==> src/rtl/esr_pkg.sv <==
package esr_pkg;
  typedef enum logic [1:0] {
    ST_IDLE  = 2'd0,
    ST_SENSE = 2'd1,
    ST_CHECK = 2'd2,
    ST_RESP  = 2'd3
  } esr_state_e;
endpackage

==> src/rtl/esr_sense_timer.sv <==
module esr_sense_timer #(
  parameter int CNT_W = 8
) (
  input  logic             clk_i,
  input  logic             rst_ni,
  input  logic             load_i,
  input  logic [CNT_W-1:0] len_i,
  output logic             done_o
);
  logic [CNT_W-1:0] cnt_q;
  logic             run_q;

  assign done_o = run_q && (cnt_q == '0);

  always_ff @(posedge clk_i or negedge rst_ni) begin
    if (!rst_ni) begin
      cnt_q <= '0;
      run_q <= 1'b0;
    end else if (load_i) begin
      // zero length behaves as one cycle
      cnt_q <= (len_i == '0) ? '0 : len_i - CNT_W'(1);
      run_q <= 1'b1;
    end else if (run_q) begin
      if (cnt_q == '0) run_q <= 1'b0;
      else             cnt_q <= cnt_q - CNT_W'(1);
    end
  end
endmodule

==> src/rtl/esr_sat_counter.sv <==
module esr_sat_counter #(
  parameter int W = 32
) (
  input  logic         clk_i,
  input  logic         rst_ni,
  input  logic         inc_i,
  output logic [W-1:0] value_o
);
  localparam logic [W-1:0] MaxVal = '1;
  logic [W-1:0] val_q;

  assign value_o = val_q;

  always_ff @(posedge clk_i or negedge rst_ni) begin
    if (!rst_ni)                      val_q <= '0;
    else if (inc_i && val_q != MaxVal) val_q <= val_q + W'(1);
  end
endmodule

==> src/rtl/early_sense_rd_ctrl.sv <==
module early_sense_rd_ctrl
  import esr_pkg::*;
#(
  parameter int ADDR_W = 16,
  parameter int DATA_W = 64,
  parameter int CNT_W  = 8,
  parameter int STAT_W = 32
) (
  input  logic              clk_i,
  input  logic              rst_ni,
  input  logic [CNT_W-1:0]  early_cycles_i,
  input  logic [CNT_W-1:0]  full_cycles_i,
  input  logic              req_valid_i,
  output logic              req_ready_o,
  input  logic [ADDR_W-1:0] req_addr_i,
  output logic              rsp_valid_o,
  input  logic              rsp_ready_i,
  output logic [DATA_W-1:0] rsp_data_o,
  output logic              rsp_slow_o,
  output logic              arr_launch_o,
  output logic              arr_full_o,
  output logic [ADDR_W-1:0] arr_addr_o,
  input  logic [DATA_W-1:0] arr_data_i,
  input  logic              det_err_i,
  output logic [STAT_W-1:0] stat_reads_o,
  output logic [STAT_W-1:0] stat_retries_o
);
  localparam int NumStat = 2;

  esr_state_e        state_q;
  logic [ADDR_W-1:0] addr_q;
  logic [DATA_W-1:0] line_q;
  logic              full_q;
  logic              launch_q;
  logic              accept, retry, sense_done;
  logic [CNT_W-1:0]  sense_len;

  assign accept    = req_valid_i && (state_q == ST_IDLE);
  assign retry     = (state_q == ST_CHECK) && det_err_i;
  assign sense_len = accept ? early_cycles_i : full_cycles_i;

  esr_sense_timer #(.CNT_W(CNT_W)) u_timer (
    .clk_i  (clk_i),
    .rst_ni (rst_ni),
    .load_i (accept || retry),
    .len_i  (sense_len),
    .done_o (sense_done)
  );

  always_ff @(posedge clk_i or negedge rst_ni) begin
    if (!rst_ni) begin
      state_q  <= ST_IDLE;
      addr_q   <= '0;
      line_q   <= '0;
      full_q   <= 1'b0;
      launch_q <= 1'b0;
    end else begin
      launch_q <= accept || retry;
      unique case (state_q)
        ST_IDLE: if (accept) begin
          addr_q  <= req_addr_i;
          full_q  <= 1'b0;
          state_q <= ST_SENSE;
        end
        ST_SENSE: if (sense_done) begin
          line_q  <= arr_data_i;
          // a full-length capture skips the check
          state_q <= full_q ? ST_RESP : ST_CHECK;
        end
        ST_CHECK: if (det_err_i) begin
          full_q  <= 1'b1;
          state_q <= ST_SENSE;
        end else begin
          state_q <= ST_RESP;
        end
        ST_RESP: if (rsp_ready_i) state_q <= ST_IDLE;
        default: state_q <= ST_IDLE;
      endcase
    end
  end

  assign req_ready_o  = (state_q == ST_IDLE);
  assign rsp_valid_o  = (state_q == ST_RESP);
  assign rsp_data_o   = line_q;
  assign rsp_slow_o   = full_q;
  assign arr_launch_o = launch_q;
  assign arr_full_o   = full_q;
  assign arr_addr_o   = addr_q;

  logic [NumStat-1:0] stat_inc;
  logic [STAT_W-1:0]  stat_val [NumStat];
  assign stat_inc = {retry, accept};

  for (genvar g = 0; g < NumStat; g++) begin : g_stat
    esr_sat_counter #(.W(STAT_W)) u_cnt (
      .clk_i   (clk_i),
      .rst_ni  (rst_ni),
      .inc_i   (stat_inc[g]),
      .value_o (stat_val[g])
    );
  end

  assign stat_reads_o   = stat_val[0];
  assign stat_retries_o = stat_val[1];
endmodule

==> config.mk <==
export PLATFORM = sky130hd
export DESIGN_NAME = early_sense_rd_ctrl
export DESIGN_NICKNAME = d
export VERILOG_FILES = /design/src/rtl/esr_pkg.sv /design/src/rtl/esr_sense_timer.sv /design/src/rtl/esr_sat_counter.sv /design/src/rtl/early_sense_rd_ctrl.sv
export SDC_FILE = /design/constraint.sdc
export NUM_CORES = 1
export LEC_CHECK = 0
export BUFFER_PORTS_ARGS = -buffer_cell sky130_fd_sc_hd__buf_2
export CAP_MARGIN = 20
export CORE_MARGIN = 8
export CORE_UTILIZATION = 52
export CTS_BUF_LIST = sky130_fd_sc_hd__clkbuf_2 sky130_fd_sc_hd__clkbuf_4 sky130_fd_sc_hd__clkbuf_8
export DETAILED_ROUTE_END_ITERATION = 10
export GPL_ROUTABILITY_DRIVEN = 0
export PLACE_DENSITY = 0.91
export SLEW_MARGIN = 20
export SYNTH_ARGS = -nofsm -noshare
export SYNTH_HDL_FRONTEND = slang
export SYNTH_SLANG_ARGS = --single-unit
==> constraint.sdc <==
create_clock -name clk_i -period 2.99 [get_ports clk_i]
set_clock_uncertainty 0.2 [all_clocks]
set_input_delay 0 -clock clk_i [delete_from_list [all_inputs] [get_ports clk_i]]
set_output_delay 0 -clock clk_i [all_outputs]
set_load 0.01 [all_outputs]
# --- Word level (Yosys, flattened, before mapping) ---
# Cells that the tools add are included.
totals:
  in_bits: 101
  output_inout_bits: 149
  word_cells: 56
  ff_bits: 157
op_classes:
  add_sub_neg: 4
  n_eq_ne: 10
  n_mux: 17
  reduce_logical: 16
op_table:
  columns: ["cell", "count"]
  rows:
  - ["$add 32x1->32 const B", 2]
  - ["$ne 32x32->1 const B", 2]
  - ["$mux 8", 5]
  - ["$logic_not 8->1", 2]
  - ["$sub 8x1->8 const B", 2]
  - ["$mux 2", 4]
  - ["$pmux 2 s4", 1]
  - ["$mux 1", 6]
  - ["$ne 2x1->1 const B", 3]
  - ["$reduce_and 2->1", 3]
  - ["$reduce_and 3->1", 2]
  - ["$logic_and 1x1->1", 5]
  - ["$eq 2x2->1 const B", 2]
  - ["$ne 2x2->1 const B", 2]
  - ["$reduce_bool 2->1", 2]
  - ["$eq 2x1->1 const B", 1]
  - ["$logic_not 2->1", 1]
  - ["$pmux 1 s2", 1]
  - ["$logic_or 1x1->1", 1]

# --- Longest topological paths before layout ---
# Gate-level depths: netlist of the first run.
depth:
  word_depth: 6
  mapped_depth: 10

# --- Hierarchy ---
# Synthesis of the first run repeated with hierarchy kept, for this count alone.
hier_totals:
  hier_cells: 581
  area_unflattened_um2: 7465.9
modules_own_cells:
  columns: ["mod", "n_inst", "area_each_um2", "cells_each"]
  rows:
  - ["early_sense_rd_ctrl", 1, 3530.9, 203]
  - ["esr_sat_counter", 2, 1624.1, 151]
  - ["esr_sense_timer", 1, 686.9, 76]

# --- Worst setup path before layout of the first run ---
# No wires, ideal clock.
synth_timing:
  kind: "reg-to-reg"
  from: "reg state_q[0]"
  to: "reg u_timer.cnt_q[4]"
  path_buffers: 2
  t_arrival_ns: 2.434
  path_stages_with_launch: 11
  path_slack_ns: 0.255
  required_ns: 2.689
  setup_time_ns: 0.101
  cell_sequence: "dfrtp_1 > or3b_2 > clkbuf_1 > buf_1 > mux2i_1 > ha_1 > inv_1 > or3_1 > xnor2_1 > nor2_1 > o32ai_1"
synth_between:
  elab_chain_cells: 6
  elab_cells_between_ends: 13
  classes_between: "add/sub (1); eq/ne (2); mux (3); reduce/logical (7)"
synth_lines:
  columns: ["element", "line", "text"]
  rows:
  - ["start: declaration", "early_sense_rd_ctrl.sv:30", "esr_state_e state_q;"]
  - ["start signal: assignment", "early_sense_rd_ctrl.sv:68", "state_q <= full_q ? ST_RESP : ST_CHECK;"]
  - ["$logic_not 2->1", "early_sense_rd_ctrl.sv:38", "assign accept = req_valid_i && (state_q == ST_IDLE);"]
  - ["$logic_and 1x1->1", "early_sense_rd_ctrl.sv:38", null]
  - ["$mux 8", "early_sense_rd_ctrl.sv:40", "assign sense_len = accept ? early_cycles_i : full_cycles_i;"]
  - ["$sub 8x1->8 / $logic_not 8->1 (equally long branches)", "esr_sense_timer.sv:21", "cnt_q <= (len_i == '0) ? '0 : len_i - CNT_W'(1);"]
  - ["$mux 8", "esr_sense_timer.sv:21", null]
  - ["$mux 8", "esr_sense_timer.sv:19", "end else if (load_i) begin"]
  - ["end signal: assignment", "esr_sense_timer.sv:21", null]
  - ["end signal: assignment", "esr_sense_timer.sv:25", "else cnt_q <= cnt_q - CNT_W'(1);"]
  - ["end: declaration", "esr_sense_timer.sv:10", "logic [CNT_W-1:0] cnt_q;"]
# Several ways; a longest one is shown, not always the timed one.
# A chain may end at the register's enable or synchronous reset.

# --- Final worst setup path of the first run ---
layout_timing:
  from: "in full_cycles_i[2]"
  to: "reg u_timer.cnt_q[3]"
layout_between:
  elab_chain_cells: 4
  elab_cells_between_ends: 5
  classes_between: "add/sub (1); mux (3); reduce/logical (1)"
layout_lines:
  columns: ["element", "line", "text"]
  rows:
  - ["start: declaration", "early_sense_rd_ctrl.sv:12", "input logic [CNT_W-1:0] full_cycles_i,"]
  - ["$mux 8 *", "early_sense_rd_ctrl.sv:40", null]
  - ["$sub 8x1->8 / $logic_not 8->1 (equally long branches)", "esr_sense_timer.sv:21", null]
  - ["$mux 8 *", "esr_sense_timer.sv:21", null]
  - ["$mux 8 *", "esr_sense_timer.sv:19", null]
# Mark *: on every way between the ends. The rest lies on a longest branch, timed or not.

==> results.yml, run 1 <==
drt:
  drt-total-wl_um: 23840
  drt-initial-drc-count: 511
  dr_total_vias: 6589
  dr.pass1.iters: 5
  via_per_inst: 5.593
  ant_nets: 0
  routedWlPerCell_um: 20.23
  drc: 0
worst_setup_path:
  startpoint: "full_cycles_i[2]"
  crit_fanout: 5
  cp.required_ns: 3.11
  reg2reg_depth: 9
  r2r_end: "u_timer.cnt_q[6]"
  critical_path.startpoint_type: "input pin"
  r2r_slack_ns: 0.11
  timing.rr.start: "state_q[0]"
  worst-setup-path-type: "input pin to flop"
  arrival_ns: 3.03
  crit_path_end_kind: "flop"
power_and_ir_drop:
  ir_worst_vdd_mv: 0.3989
  p_leak_nw: 4.976
  power.density_mw_per_mm2: 698.1
  total_power_mw: 7.035
final_layout:
  area_delta_synth_final_pct: 42.07
  drive_gt1_share_pct: 38.34
  nets: 1093
  design_area_mm2: 0.01008
clock_network:
  clock_path_buffers: 2
  post_cts.repair.setup_buffers: 0
  clock-sinks: 157
  cts.clk_slew.worst_paths_ns: 0.09
  cts_tree: "done"
  root_buffer: "clkbuf_8"
  cts_made_buffers: 17
  clk_latency_ns: 0.44
  htreeDepth: 4
flow_run:
  maxCapViolCount: 0
hold_path:
  hold_start: "req_addr_i[15]"
  holdCritPathClass: "input pin to flop"
  hold_path_end: "arr_addr_o[15]"
  hold_path_depth: 4
outcome:
  status: "finished clean"
grt:
  grt_pass1_vias: 6819
  grt_max_degree: 70
  grt_remaining_overflow: 0
  grt.total_usage_pct: 26.89
  grt_pass1_wl_um: 37700
  antenna_found_initial: 3
floorplanning:
  initial_core_util_pct: 53.35
  die_w_um: 132.8
  io-pin-count: 250
  dieArea_mm2: 0.01763
  die_h_um: 132.8
  coreArea_mm2: 0.01330
  rows: 42
timing:
  final.min_clock_period_ns: 2.910
  max_slew_margin_pct: 57.60
  hold_viol_final: 0
  setup_slack_ns: 0.07958
  fin_crit_sh_pct: 97.34
  fmax_mhz: 343.6
  setup_viol: 0
  drv_slew: 0
  tns_ns: 0
  worst_pin_slew_ns: 0.6307
synthesis:
  postSynthAreaPerCell_um2: 11.46
  yosysSeqAreaShare_pct: 55.39
  syn_area_mm2: 0.007093
  yosysUniqueCellTypes: 53
  post-synth-top-count-cell: "dfrtp_1"
  syn_inst: 619
  synth_edf_count: 0
  yosys.area.top_type: "dfrtp_1"
  synth_nets: 726
  synth-async-reset-ratio_pct: 100.0
  synthTopCellsByCount: "dfrtp_1 (157), nand2_1 (79), mux2_2 (67)"
  synth_top_area_share_pct: 55.39
  yosys-top-cells-area: "dfrtp_1 (55%), mux2_2 (11%), xnor2_1 (5.3%)"
  synth_top_flop_cell: "dfrtp_1"
  ys_seq_elements: 157
  yosys_warnings: 0
place:
  portBuffers: 249
  place_ws_ns: 0.4218
  placed_area_mm2: 0.008568
  place_hpwl_um: 14750
==> per-stage QoR <==
step / util (%) / hold WS, ns / std cells
floorplan: - / -0.4956 / 619
global placement: 64.45 / -0.1589 / 1033
detailed placement: 64.45 / -0.1559 / 1033
CTS: 75.56 / 0.01753 / 1175
global route: 75.80 / 0.08533 / 1178
finish: 75.80 / 0.08725 / 1178
==> how the worst max path moves through the flow <==
stage | to | slack (ns) | depth (start not counted)
5_1_grt | u_timer.cnt_q[6] | -0.06 | 9
2_1_floorplan | u_timer.cnt_q[4] | 0.26 | 10
3_3_place_gp | g_stat[0].u_cnt.value_o[15] | 0.50 | 5
4_1_cts | u_timer.cnt_q[7] | 0.09 | 7
3_5_place_dp | u_timer.cnt_q[4] | 0.42 | 8
6_report | u_timer.cnt_q[3] | 0.08 | 9
==> cell type report <==
cell class	count	area [um^2]
clock buffer	18	247.7
tap	176	220.2
inverter	10	37.54
sequential	157	3929
multi-input combinational	428	3027
clock inverter	14	111.4
antenna	3	7.507
fill	788	3218
timing repair buffer	372	2497
==> critical path, stage by stage <==
cell,delay [ns]
dlygate4sd3_1,0.53
buf_2,0.16
o31ai_2,0.27
dlygate4sd3_1,0.63
nand3_1,0.11
dlygate4sd3_1,0.60
nand2_1,0.10
dlygate4sd3_1,0.55
o22ai_1,0.08
==> sequential cells by signal (all words and copies together) (netlist names) <==
name	flops
arr_addr_o	16
arr_full_o	1
arr_launch_o	1
g_stat.u_cnt.value_o	64
rsp_data_o	64
state_q	2
u_timer.cnt_q	8
u_timer.run_q	1
==> report_power, final <==
part / internal, mW / switching (mW) / total, mW
logic: 1.16 / 1.22 / 2.38
clock network: 0.607 / 0.844 / 1.45
registers: 2.77 / 0.433 / 3.20
==> what timing repair did <==
action / in CTS / in global routing
hold buffers: 110 / 0
endpoints found under the hold margin: 255 / 0
resized for setup: 0 / 6
setup endpoints to repair: 0 / 4
==> logic make-up (layout without fill, tap and decap cells) <==
kind of cell | count (synthesis) | after routing | share of synthesized area, %
other cells | 0 | 3 | 0
fa+ha+maj | 6 | 6 | 1.058
flops | 157 | 157 | 55.39
simple gates | 248 | 248 | 18.31
xor+xnor | 69 | 69 | 8.520
compound gates | 34 | 34 | 3.211
buf+inv | 34 | 414 | 2.311
mux | 71 | 71 | 11.20
==> per-layer routing <==
metal  global-route usage [%]  vias to the layer above  share of wire (%)
met4                    16.28                        0                5.1
met5                        0                        -                  0
met1                    29.98                     3220                 37
met3                    7.116                       94                7.4
met2                    45.24                      367                 51
li1                         -                     2908                  -
==> placed cells by master (no fill, tap or decap), types with 3 or more instances in the layout <==
cell type	Yosys	routed
xor2_1	26	26
nor2_1	35	35
nand2b_1	5	5
a31oi_1	3	3
dfrtp_1	157	157
buf_2	8	248
a21oi_1	6	6
clkinv_4	0	3
ha_1	6	6
mux2_2	67	67
clkinvlp_4	0	6
nand4_1	17	17
nor4_1	15	14
xnor2_1	43	43
and2_1	6	6
inv_6	0	4
and3_1	10	10
diode_2	0	3
or3_1	6	6
o22ai_1	3	3
o21ai_0	7	7
buf_4	2	10
nand3_1	32	32
inv_1	10	10
dlygate4sd3_1	0	109
nor3_1	14	14
or4_1	7	7
mux2i_1	4	3
clkbuf_8	0	18
nand2_1	79	78
o32ai_1	3	3
or2_2	3	3
nor4_2	2	3
Note: power is estimated with default switching activity, not from simulation.
==> inputs of run 2 (changes only) <==
--- a/config.mk
+++ b/config.mk
@@ -11,8 +11,9 @@
 export CORE_UTILIZATION = 52
 export CTS_BUF_LIST = sky130_fd_sc_hd__clkbuf_2 sky130_fd_sc_hd__clkbuf_4 sky130_fd_sc_hd__clkbuf_8
 export DETAILED_ROUTE_END_ITERATION = 10
-export GPL_ROUTABILITY_DRIVEN = 0
+export GPL_ROUTABILITY_DRIVEN = 1
 export PLACE_DENSITY = 0.91
+export SETUP_SLACK_MARGIN = 0.2
 export SLEW_MARGIN = 20
 export SYNTH_ARGS = -nofsm -noshare
 export SYNTH_HDL_FRONTEND = slang
==> results.yml, run 2 (synthesized netlist as in run 1, its figures left out) <==
grt:
  grt_remaining_overflow: 0
  antenna_found_initial: 4
  grt_pass1_vias: 6876
  grt_max_degree: 70
  grt.total_usage_pct: 27.04
  grt_pass1_wl_um: 37800
worst_setup_path:
  slowest_delay_ns: 0.71
  worst-setup-path-type: "flop to flop"
  timing.rr.start: "g_stat[0].u_cnt.value_o[23]"
  reg2reg_depth: 5
  r2r_slack_ns: 0.30
  cp.required_ns: 3.10
  critical_path.startpoint_type: "flop"
  arrival_ns: 2.80
  r2r_end: "g_stat[0].u_cnt.value_o[15]"
  crit_fanout: 9
  critPathSlowestCell: "or4_1"
  startpoint: "g_stat[0].u_cnt.value_o[23]"
  crit_end: "g_stat[0].u_cnt.value_o[15]"
  crit_path_end_kind: "flop"
  cp_cell_sequence: "nand4_1 -> or4_1 -> nor4_4 -> nor4b_1 -> xor2_1"
timing:
  final.min_clock_period_ns: 2.693
  fin_crit_sh_pct: 90.06
  max_slew_margin_pct: 55.83
  tns_ns: 0
  rsz0062_at_grt: "false"
  worst_pin_slew_ns: 0.6625
  hold_viol_final: 0
  drv_slew: 0
  setup_viol: 0
  fmax_mhz: 371.4
place:
  place_congestion: 0.8901
  placed_area_mm2: 0.008568
  portBuffers: 249
  place_hpwl_um: 14750
floorplanning:
  rows: 42
  die_w_um: 132.8
  io-pin-count: 250
  coreArea_mm2: 0.01330
  die_h_um: 132.8
  dieArea_mm2: 0.01763
  initial_core_util_pct: 53.35
flow_run:
  maxCapViolCount: 0
clock_network:
  cts.clk_slew.worst_paths_ns: 0.09
  post_cts.repair.setup_buffers: 0
  htreeDepth: 4
  clock_path_buffers: 2
  cts_tree: "done"
  cts_made_buffers: 17
  clock-sinks: 157
  clk_latency_ns: 0.44
  ctsResizeCount: 0
  root_buffer: "clkbuf_8"
  cts_hold_buf: 110
drt:
  dr.pass1.iters: 4
  via_per_inst: 5.565
  dr_total_vias: 6561
  drt-total-wl_um: 24040
  routedWlPerCell_um: 20.39
  drc: 0
  drt-initial-drc-count: 528
  ant_nets: 0
final_layout:
  area_delta_synth_final_pct: 41.52
  multi_input_area_mm2: 0.003007
  nets: 1093
  design_area_mm2: 0.01004
  final_util_pct: 75.50
  drive_gt1_share_pct: 37.84
  layout_common_cells: "buf_2 (248), dfrtp_1 (157), dlygate4sd3_1 (110)"
  fill_cells: 801
  final_common_cell: "buf_2"
  final-seq-area_mm2: 0.003929
power_and_ir_drop:
  ir_worst_vdd_mv: 0.3485
  total_power_mw: 6.992
  power.density_mw_per_mm2: 696.5
  p_leak_nw: 4.968
hold_path:
  holdCritPathClass: "input pin to flop"
outcome:
  status: "finished clean"
run 2: per-layer routing:
metal	global-route usage [%]	vias to the layer above	wire length, um
li1	-	2914	-
met1	30.28	3185	8933
met2	45.78	374	12160
met3	6.964	88	1767
met4	15.71	0	1177
met5	0	-	0
run 2: worst min path at each step:
| stage | from | end | slack, ns | depth (start not counted) |
|---|---|---|---|---|
| floorplan | rst_ni | arr_addr_o[0] | -0.50 | 0 |
| global placement | rst_ni | u_timer.cnt_q[0] | -0.16 | 1 |
| detailed placement | rst_ni | u_timer.cnt_q[0] | -0.16 | 1 |
| CTS | req_addr_i[1] | arr_addr_o[1] | 0.06 | 4 |
| global route | req_addr_i[15] | arr_addr_o[15] | 0.09 | 4 |
| finish | req_addr_i[15] | arr_addr_o[15] | 0.09 | 4 |
run 2: power by group:
part	internal, mW	switching [mW]
combinational	1.13	1.21
clock	0.607	0.850
sequential	2.77	0.431
total	4.50	2.49
run 2: metrics by stage:
| stage | setup slack [ns] | instances | hold WS [ns] |
|---|---|---|---|
| after floorplan | 0.2552 | 619 | -0.4956 |
| after global placement | 0.5005 | 1033 | -0.1589 |
| after detailed placement | 0.4218 | 1033 | -0.1559 |
| after CTS | 0.3895 | 1175 | 0.05742 |
| after global routing | 0.2247 | 1179 | 0.08789 |
| final | 0.2973 | 1179 | 0.08792 |
run 2: worst max-delay path: cells and delay by family, from the launching register on:
kind	cells	cell delay, ns
flip-flops	1	0.47
AND/OR/NAND/NOR	4	1.71
XOR/XNOR	1	0.17
run 2: cell type report:
class	instances	share of cell area, %
Multi-Input combinational cell	428	29.95
Antenna cell	4	0.09971
Inverter	10	0.3739
Clock buffer	18	2.468
Timing Repair Buffer	372	24.67
Tap cell	176	2.194
Sequential cell	157	39.14
Clock inverter	14	1.109
